[src/rtl/pwm_pkg.sv]
package pwm_pkg;
  localparam int NPIN = 2;

  localparam logic [1:0] ADR_CMD    = 2'd0;
  localparam logic [1:0] ADR_PERIOD = 2'd1;
  localparam logic [1:0] ADR_DUTY   = 2'd2;
  localparam logic [1:0] ADR_PINCFG = 2'd3;

  typedef struct packed {
    logic inv;
    logic stop_lvl;
    logic oe;
  } pin_cfg_t;
endpackage

[src/rtl/pwm_regs.sv]
module pwm_regs
  import pwm_pkg::*;
#(
  parameter int CNT_W  = 16,
  parameter int DATA_W = 32
) (
  input  logic                        clk,
  input  logic                        rst,
  input  logic                        wr_en,
  input  logic [1:0]                  wr_addr,
  input  logic [1:0]                  wr_chan,
  input  logic [DATA_W-1:0]           wr_data,
  output logic [CNT_W-1:0]            per_buf,
  output logic [NPIN-1:0][CNT_W:0]    cmp_buf,
  output pin_cfg_t [NPIN-1:0]         cfg,
  output logic                        start_req,
  output logic                        stop_req,
  output logic                        wr_err
);
  localparam logic [DATA_W:0] MAXV = (DATA_W+1)'((64'd1 << CNT_W) - 64'd1);
  localparam logic [CNT_W:0]  FULL = (CNT_W+1)'(64'd1 << CNT_W);

  logic            chan_ok, val_bad, reject;
  logic [CNT_W:0]  full_per, pulse, inv_cmp, new_cmp;

  assign chan_ok = (int'(wr_chan) < NPIN);
  assign val_bad = ({1'b0, wr_data} > MAXV);

  always_comb begin
    reject = 1'b0;
    case (wr_addr)
      ADR_PERIOD: reject = val_bad;
      ADR_DUTY:   reject = val_bad || !chan_ok;
      ADR_PINCFG: reject = !chan_ok;
      default:    reject = 1'b0;
    endcase
  end

  // effective period of the buffered value and inverted compare
  assign full_per = (per_buf == '0) ? FULL : {1'b0, per_buf};
  assign pulse    = {1'b0, wr_data[CNT_W-1:0]};
  assign inv_cmp  = (full_per > pulse) ? (full_per - pulse) : '0;
  assign new_cmp  = cfg[wr_chan[0]].inv ? inv_cmp : pulse;

  assign start_req = wr_en && (wr_addr == ADR_CMD) && wr_data[0];
  assign stop_req  = wr_en && (wr_addr == ADR_CMD) && wr_data[1];

  always_ff @(posedge clk) begin
    if (rst) begin
      per_buf <= '0;
      cmp_buf <= '0;
      cfg     <= '0;
      wr_err  <= 1'b0;
    end else begin
      wr_err <= wr_en && reject;
      if (wr_en && !reject) begin
        case (wr_addr)
          ADR_PERIOD: per_buf <= wr_data[CNT_W-1:0];
          ADR_DUTY:   cmp_buf[wr_chan[0]] <= new_cmp;
          ADR_PINCFG: cfg[wr_chan[0]] <= pin_cfg_t'(wr_data[2:0]);
          default: ;
        endcase
      end
    end
  end

  AST_ERR_AFTER_WRITE: assert property (@(posedge clk) disable iff (rst)
    wr_err |-> $past(wr_en));
  AST_REJECT_KEEPS_PERIOD: assert property (@(posedge clk) disable iff (rst)
    (wr_en && wr_addr == ADR_PERIOD && val_bad) |=> $stable(per_buf));
  AST_BADCHAN_KEEPS_CFG: assert property (@(posedge clk) disable iff (rst)
    (wr_en && !chan_ok) |=> ($stable(cfg) && $stable(cmp_buf)));
endmodule

[src/rtl/pwm_timebase.sv]
module pwm_timebase
  import pwm_pkg::*;
#(
  parameter int CNT_W = 16
) (
  input  logic                     clk,
  input  logic                     rst,
  input  logic                     start_req,
  input  logic                     stop_req,
  input  logic [CNT_W-1:0]         per_buf,
  input  logic [NPIN-1:0][CNT_W:0] cmp_buf,
  output logic                     running,
  output logic [CNT_W-1:0]         cnt,
  output logic [NPIN-1:0][CNT_W:0] cmp_act
);
  localparam logic [CNT_W:0] FULL = (CNT_W+1)'(64'd1 << CNT_W);

  logic [CNT_W-1:0] per_act;
  logic [CNT_W:0]   full_act;
  logic             last;

  assign full_act = (per_act == '0) ? FULL : {1'b0, per_act};
  assign last     = ({1'b0, cnt} == (full_act - 1'b1));

  always_ff @(posedge clk) begin
    if (rst) begin
      running <= 1'b0;
      cnt     <= '0;
      per_act <= '0;
      cmp_act <= '0;
    end else if (stop_req) begin
      running <= 1'b0;
      cnt     <= '0;
    end else if (start_req && !running) begin
      running <= 1'b1;
      cnt     <= '0;
      per_act <= per_buf;
      cmp_act <= cmp_buf;
    end else if (running) begin
      if (last) begin
        cnt     <= '0;
        per_act <= per_buf;
        cmp_act <= cmp_buf;
      end else begin
        cnt <= cnt + 1'b1;
      end
    end
  end

  AST_CNT_IN_PERIOD: assert property (@(posedge clk) disable iff (rst)
    running |-> ({1'b0, cnt} < full_act));
  AST_SHADOW_HOLD: assert property (@(posedge clk) disable iff (rst)
    (running && !last && !stop_req) |=> ($stable(per_act) && $stable(cmp_act)));
  AST_WRAP_TO_ZERO: assert property (@(posedge clk) disable iff (rst)
    (running && last) |=> (cnt == '0));
  AST_STOP_CLEARS: assert property (@(posedge clk) disable iff (rst)
    stop_req |=> (!running && cnt == '0));
endmodule

[src/rtl/pwm_pin_out.sv]
module pwm_pin_out #(
  parameter int CNT_W = 16
) (
  input  logic             clk,
  input  logic             rst,
  input  logic             running,
  input  logic [CNT_W-1:0] cnt,
  input  logic [CNT_W:0]   cmp_act,
  input  logic             oe,
  input  logic             stop_lvl,
  output logic             pin
);
  always_ff @(posedge clk) begin
    if (rst)                   pin <= 1'b0;
    else if (running && oe)    pin <= ({1'b0, cnt} < cmp_act);
    else                       pin <= stop_lvl;
  end

  AST_IDLE_LEVEL: assert property (@(posedge clk) disable iff (rst)
    (!running || !oe) |=> (pin == $past(stop_lvl)));
  AST_ZERO_CMP_LOW: assert property (@(posedge clk) disable iff (rst)
    (running && oe && cmp_act == '0) |=> !pin);
  AST_WRAP_HIGH: assert property (@(posedge clk) disable iff (rst)
    (running && oe && cnt == '0 && cmp_act != '0) |=> pin);
endmodule

[src/rtl/pwm_edge_gen.sv]
module pwm_edge_gen
  import pwm_pkg::*;
#(
  parameter bit WIDE_CNT = 1'b0,
  parameter int DATA_W   = 32
) (
  input  logic              clk,
  input  logic              rst,
  input  logic              wr_en,
  input  logic [1:0]        wr_addr,
  input  logic [1:0]        wr_chan,
  input  logic [DATA_W-1:0] wr_data,
  output logic              wr_err,
  output logic              pwm_a,
  output logic              pwm_b
);
  localparam int CNT_W = WIDE_CNT ? 32 : 16;

  logic [CNT_W-1:0]         per_buf;
  logic [NPIN-1:0][CNT_W:0] cmp_buf, cmp_act;
  pin_cfg_t [NPIN-1:0]      cfg;
  logic                     start_req, stop_req, running;
  logic [CNT_W-1:0]         cnt;
  logic [NPIN-1:0]          pins;

  pwm_regs #(.CNT_W(CNT_W), .DATA_W(DATA_W)) u_regs (
    .clk(clk), .rst(rst), .wr_en(wr_en), .wr_addr(wr_addr), .wr_chan(wr_chan),
    .wr_data(wr_data), .per_buf(per_buf), .cmp_buf(cmp_buf), .cfg(cfg),
    .start_req(start_req), .stop_req(stop_req), .wr_err(wr_err)
  );

  pwm_timebase #(.CNT_W(CNT_W)) u_tb (
    .clk(clk), .rst(rst), .start_req(start_req), .stop_req(stop_req),
    .per_buf(per_buf), .cmp_buf(cmp_buf), .running(running), .cnt(cnt),
    .cmp_act(cmp_act)
  );

  for (genvar g = 0; g < NPIN; g++) begin : g_pin
    pwm_pin_out #(.CNT_W(CNT_W)) u_pin (
      .clk(clk), .rst(rst), .running(running), .cnt(cnt),
      .cmp_act(cmp_act[g]), .oe(cfg[g].oe), .stop_lvl(cfg[g].stop_lvl),
      .pin(pins[g])
    );
  end

  assign pwm_a = pins[0];
  assign pwm_b = pins[1];
endmodule

[config.mk]
export PLATFORM = sky130hd
export DESIGN_NAME = pwm_edge_gen
export DESIGN_NICKNAME = d
export VERILOG_FILES = /design/src/rtl/pwm_pkg.sv /design/src/rtl/pwm_regs.sv /design/src/rtl/pwm_timebase.sv /design/src/rtl/pwm_pin_out.sv /design/src/rtl/pwm_edge_gen.sv
export SDC_FILE = /design/constraint.sdc
export NUM_CORES = 1
export LEC_CHECK = 0
export ABC_AREA = 1
export BUFFER_PORTS_ARGS = -buffer_cell sky130_fd_sc_hd__buf_2
export CORE_MARGIN = 4
export CORE_UTILIZATION = 30
export DETAILED_ROUTE_END_ITERATION = 16
export GPL_TIMING_DRIVEN = 0
export MAX_ROUTING_LAYER = met4
export RECOVER_POWER = 100
export SYNTH_ARGS = -nofsm -noshare
export SYNTH_HDL_FRONTEND = slang
export SYNTH_HIERARCHICAL = 1
export SYNTH_SLANG_ARGS = --single-unit
[constraint.sdc]
create_clock -name clk -period 2.47 [get_ports clk]
set_input_delay 0.247 -clock clk [delete_from_list [all_inputs] [get_ports clk]]
set_output_delay 0.247 -clock clk [all_outputs]
set_load 0.05 [all_outputs]
# Word level (Yosys, flattened, before mapping)
# Cells that the tools add are included.
# classes
n_addsub	3
order_cmp	7
n_eq_ne	4
mux	22
bitwise_logic	1
reduce_logical	24
# ops
op	count
$mux W34	3
$mux W17	5
$mux W16	4
$bwmux W34	1
$lt A16 B17 Y1	2
$gt A32 B16 Y1 const B	1
$logic_not A16 Y1	2
$demux W17 S1	1
$eq A16 B17 Y1	1
$gt A17 B16 Y1	1
$sub A17 B1 Y17 const B	1
$sub A17 B16 Y17	1
$add A16 B1 Y16 const B	1
$logic_and A1 B1 Y1	9
$mux W3	3
$bwmux W6	1
$reduce_and A2 Y1	3
$eq A2 B2 Y1 const B	2
$reduce_bool A2 Y1	2
$demux W3 S1	1
$logic_not A1 Y1	3
$pmux W1 S3	1
$reduce_and A3 Y1	1
$reduce_or A3 Y1	1
9 further kinds	10
# totals
register_bits	126
inputBits	39
elab_cells	78

# Logic depth before layout (Yosys ltp)
# depth
ltp_word	7
depth_mapped	19

# Cells and area by module
# The synthesis kept the hierarchy.
# modules_own_cells
mod	n_inst	cells_per_inst	area_each_um2	seq_area_each_um2
pwm_timebase	1	675	4040.1	1341.3
pwm_regs	1	635	3764.9	1141.1
pwm_pin_out	2	85	485.5	20.0

# Least setup slack after synthesis
# No wires, ideal clock.
# synth_timing
path_type	reg2reg
start	register u_tb.per_act[0]
end	register u_tb.cnt[12]
arrival_time_ns	2.101
required_time_ns	2.353
setup_slack_ns	0.252
path_stages_with_launch	19
path_buffers	1
synth_period_minus_slack_ns	2.218
path_cell_list	dfxtp_1 inv_1 ha_1 nand2_2 nor2_2 nand2_1 nand2_1 nand2_1 nand2_1 nand2_1 nor2_1 nand2_1 nor2_1 nand4_1 nand2_2 nand2_1 nand2_1 buf_2 nor2_1
# synth_between
elab_chain_cells	5
# synth_rtl
element	line	text
from (decl)	pwm_timebase.sv:18	logic [CNT_W-1:0] per_act;
from (signal assigned)	pwm_timebase.sv:37	per_act <= per_buf;
from (signal assigned)	pwm_timebase.sv:42	per_act <= per_buf;
$logic_not A16 Y1	pwm_timebase.sv:22	assign full_act = (per_act == '0) ? FULL : {1'b0, per_act};
$mux W17 (*)	pwm_timebase.sv:22	
$sub A17 B1 Y17 (*)	pwm_timebase.sv:23	assign last = ({1'b0, cnt} == (full_act - 1'b1));
$eq A16 B17 Y1 (*)	pwm_timebase.sv:23	
$mux W16 (*)	pwm_timebase.sv:40	if (last) begin
to (signal assigned)	pwm_timebase.sv:45	cnt <= cnt + 1'b1;
to (decl)	pwm_timebase.sv:13	output logic [CNT_W-1:0] cnt,
# Mark *: on every way between the ends. The rest lies on a longest branch, timed or not.
# A chain may end at the register's enable or synchronous reset.

# Worst setup path in the final report
# layout_timing
start	register u_tb.per_act[1]
end	register u_tb.per_act[0]
# layout_between
elab_chain_cells	6
# layout_rtl
element	line
$logic_not A16 Y1	pwm_timebase.sv:22
$mux W17 (*)	pwm_timebase.sv:22
$sub A17 B1 Y17 (*)	pwm_timebase.sv:23
$eq A16 B17 Y1 (*)	pwm_timebase.sv:23
$reduce_bool A2 Y1 (no source line) (*)	--
$reduce_and A3 Y1 (no source line) (*)	--
# Marked as above.

==> run summary <==
IO Port Bufs: 41
Leak: 5.20 nW
Cell Area, Synth: 8780 sq um
Origin of the worst setup path: u_tb/per_act[1]
Final hold vios: 0
Crit path DAT: 2.90 ns
Largest area contributor in the netlist: dfxtp_1
Detailed-route DRC error count: 0
P_int: 0.00413 W
Clock tree buffer depth: 2
CP max stage cell: dfxtp_1
Max incr delay on CP: 0.32 ns
Root Driver: clkbuf_16
Gr usage total: 16.7%
First-pass GRT wire length: 41.0 mm
Max rail drop VDD: 472 uV
Slew Viols, Final: 0
Switching part of the total: 30.0%
Area grow syn2layout: 19.4%
Vias: 8632
Count of different cell masters after synthesis: 38
Synth async-reset ratio: 0%
Net Sw Power: 0.00177 W
Final setup vio count: 62
TritonCTS Sinks: 126
Post-synth top cells: nand2_1 (422), inv_1 (321), nor2_1 (215)
Iter 0 DRT Violations: 593
DRT Pass-1 Iters: 5
Final GP Congestion: 0.923
Die height: 179 um
Clock power share: 44.1%
Area after DPL: 9460 sq um
Hold path startpoint: wr_en
Critical R2R Launch: u_tb/per_act[1]
Rows: 62
Sequential element share of the synthesized area: 28.7%
Net count reported at finish: 1654
Initial antenna violation count: 0
Total of fill cells in the finished design: 3115
Vias per inst: 4.40
Crit share post-route: 104%
Nature of the critical path startpoint: flip-flop
Finished Layout Cells: 1961
Pwr Density: 563 nW/um^2
DRT antenna net count: 0
Register bit total from synthesis: 126
Critical path required time: 2.81 ns
Antenna cells: 0
Cell mode on critical path: nand2_1
CTS clk-pin slew, worst paths: 0.06 ns
R2R Path End: u_tb/per_act[0]
Flop pwr share: 36.8%
Failing checks: negative setup slack
H-Tree Level Count: 4
HP Class: primary input to flip-flop
Worst setup EP type: flip-flop
CTS Buf Count: 17
Synth Instances: 1480
Die Wd: 179 um
IO Count: 42
GRT Residual Overflow: 0
Ys Warns: 6
Top post-synthesis cells by area: dfxtp_1 (29%), nand2_1 (18%), inv_1 (14%), nor2_1 (9.2%), ha_1 (7.1%)
RSZ-0062 raised after global routing: true
Crit Path Max Fanout: 8
Die area: 32100 sq um
Core area: 28800 sq um
Run status: finished with violations
Clk Latency, worst-skew pair: 0.42 ns
MaxCap Viol Count: 0
Gate power share: 19.2%
Multi-input logic area: 4930 sq um
Routed length per instance: 13.1 um
Avg Cell Area, Syn: 5.93 sq um
WHS Path Cells: 3
Routed Wire Length: 25.6 mm
Number of synthesized flops with an enable pin: 0
Buf+Inv Stages, Crit Path: 3
Net Count, Synth: 1570
Min-Delay Endpoint: u_regs/wr_err
Clock Skews: 0.00851 ns
Top delay family on crit path: simple AND/OR/NAND/NOR gates
Number of global-route vias before repair: 8058
Slew @ Worst Pin: 0.603 ns
Most common cell in the netlist: nand2_1
Place WS: -0.481 ns
Final instance area: 10500 sq um
HPWL Detailed: 20.0 mm
Setup CP Type: flip-flop to flip-flop
TritonCTS clock tree: yes
Share of the synthesized area in the top cell type: 28.7%
Layout cells sized above 1: 10.7%
Worst Reg-to-Reg Cells: 19
Max transition margin: 60.0%
WHS: 0.107 ns
Setup TNS: -2.57 ns
Initial Util: 30.5%
Placed insts: 1905
Critical Path, Cell by Cell: inv_2 > ha_4 > nand2_2 > nor2_4 > nand2_4 > nand2_2 > nand2_1 > nand2_1 > nand2_1 > nor2_1 > nand2_1 > nor2_1 > nand4_1 > nand2_4 > nand3_4 > clkbuf_16 > nand2_1 > inv_1 > nor2_1
Setup slack after layout: -0.0875 ns
Top FF cell, synth: dfxtp_1
F_max: 0.391 GHz
Final min period: 2.56 ns
R2R Setup Slk: -0.09 ns
Register area: 2530 sq um
Stages on the worst setup path: 19
Pin count of the biggest net entering global routing: 17
## cell families (layout without fill, tap and decap cells)
logic type | count (synthesis) | count (layout) | synth area share, %
flip-flops | 126 | 126 | 28.7
AO/OA/AOI/OAI | 71 | 72 | 4.45
adder cells (fa/ha/maj) | 51 | 51 | 7.36
buffers and inverters | 379 | 473 | 17.2
AND/OR/NAND/NOR | 829 | 831 | 39.8
XOR/XNOR | 24 | 24 | 2.40
## power by group through the flow
stage	combinational [W]	clock [W]	sequential, W
after floorplan	0.000748	0	0.00219
after detailed placement	0.000989	0	0.00221
after CTS	0.00107	0.00264	0.00217
final	0.00113	0.00260	0.00217
after global placement	0.000978	0	0.00221
after global routing	0.00129	0.00274	0.00218
## state kept, by name, indices dropped and copies added, names as in the netlist
register	flops
u_regs/cmp_buf	34
u_tb/cmp_act	34
u_regs/per_buf	16
u_tb/cnt	16
u_tb/per_act	16
u_regs/cfg	6
g_pin.u_pin/pin	2
u_regs/wr_err	1
u_tb/running	1
## stage by stage
stage	total power, W	utilization, %
6_report	0.00590	36.4
3_5_place_dp	0.00320	32.9
4_1_cts	0.00588	35.7
3_3_place_gp	0.00318	32.9
5_1_grt	0.00621	36.4
2_1_floorplan	0.00294	-
## placed cells by master, fill, tap and decap left out, types with 3 or more instances in the layout
cell type / instances
clkbuf_16: 18
nand2_4: 6
nor2_2: 11
xor2_1: 15
inv_6: 3
buf_2: 39
bufinv_16: 3
nor2_4: 8
nand2_1: 412
inv_1: 319
a21oi_1: 50
clkbuf_1: 34
nor2_1: 205
buf_6: 8
nand4_1: 65
dfxtp_1: 119
nor3_1: 9
nand3_1: 93
nand2_2: 11
o21ai_0: 11
buf_4: 23
clkinv_4: 4
dfxtp_2: 6
ha_1: 46
buf_1: 6
clkinvlp_4: 4
nand3_2: 3
xnor2_1: 9
## layer usage
metal	track usage (%)	part of all wire (%)
met1	22.1	48
met2	26.4	46
met3	2.40	4.1
met4	5.28	2.2
met5	-	0
## worst reg2reg max path, cell delays in order (launching register included)
cell and delay (ns):
dfxtp_1 0.32, inv_2 0.12, ha_4 0.15, nand2_2 0.08, nor2_4 0.15, nand2_4 0.10
nand2_2 0.08, nand2_1 0.05, nand2_1 0.09, nand2_1 0.06, nor2_1 0.11, nand2_1 0.09
nor2_1 0.09, nand4_1 0.22, nand2_4 0.24, nand3_4 0.17, clkbuf_16 0.20, nand2_1 0.05
inv_1 0.03, nor2_1 0.10
## worst max path at each step
| stage | endpoint | slack [ns] |
|---|---|---|
| 6_report | u_tb/per_act[0] | -0.09 |
| 4_1_cts | u_tb/cmp_act[25] | 0.0009 |
| 2_1_floorplan | u_tb/cnt[12] | 0.25 |
| 3_5_place_dp | u_tb/cnt[5] | -0.48 |
| 5_1_grt | u_tb/per_act[0] | -0.20 |
| 3_3_place_gp | u_tb/cnt[11] | -0.44 |
## final cells by class
cell class              count  share of cell area, %
multi-input cells         978                   47.1
flip-flops and latches    126                   24.2
inverters                 324                   11.6
well taps                 384                   4.59
clock buffers              17                   4.06
repair buffers             62                   3.69
plain buffers              55                   3.01
clock inverters            15                   1.78
## repair_timing
action | CTS | global route
endpoints found under the setup margin | 65 | 96
buffers inserted | 11 | 6
cloned | 4 | 3
hold buffers | 0 | 0
pin swaps | 16 | 15
gates resized for setup | 32 | 41
(Power assumes the default switching activity.)
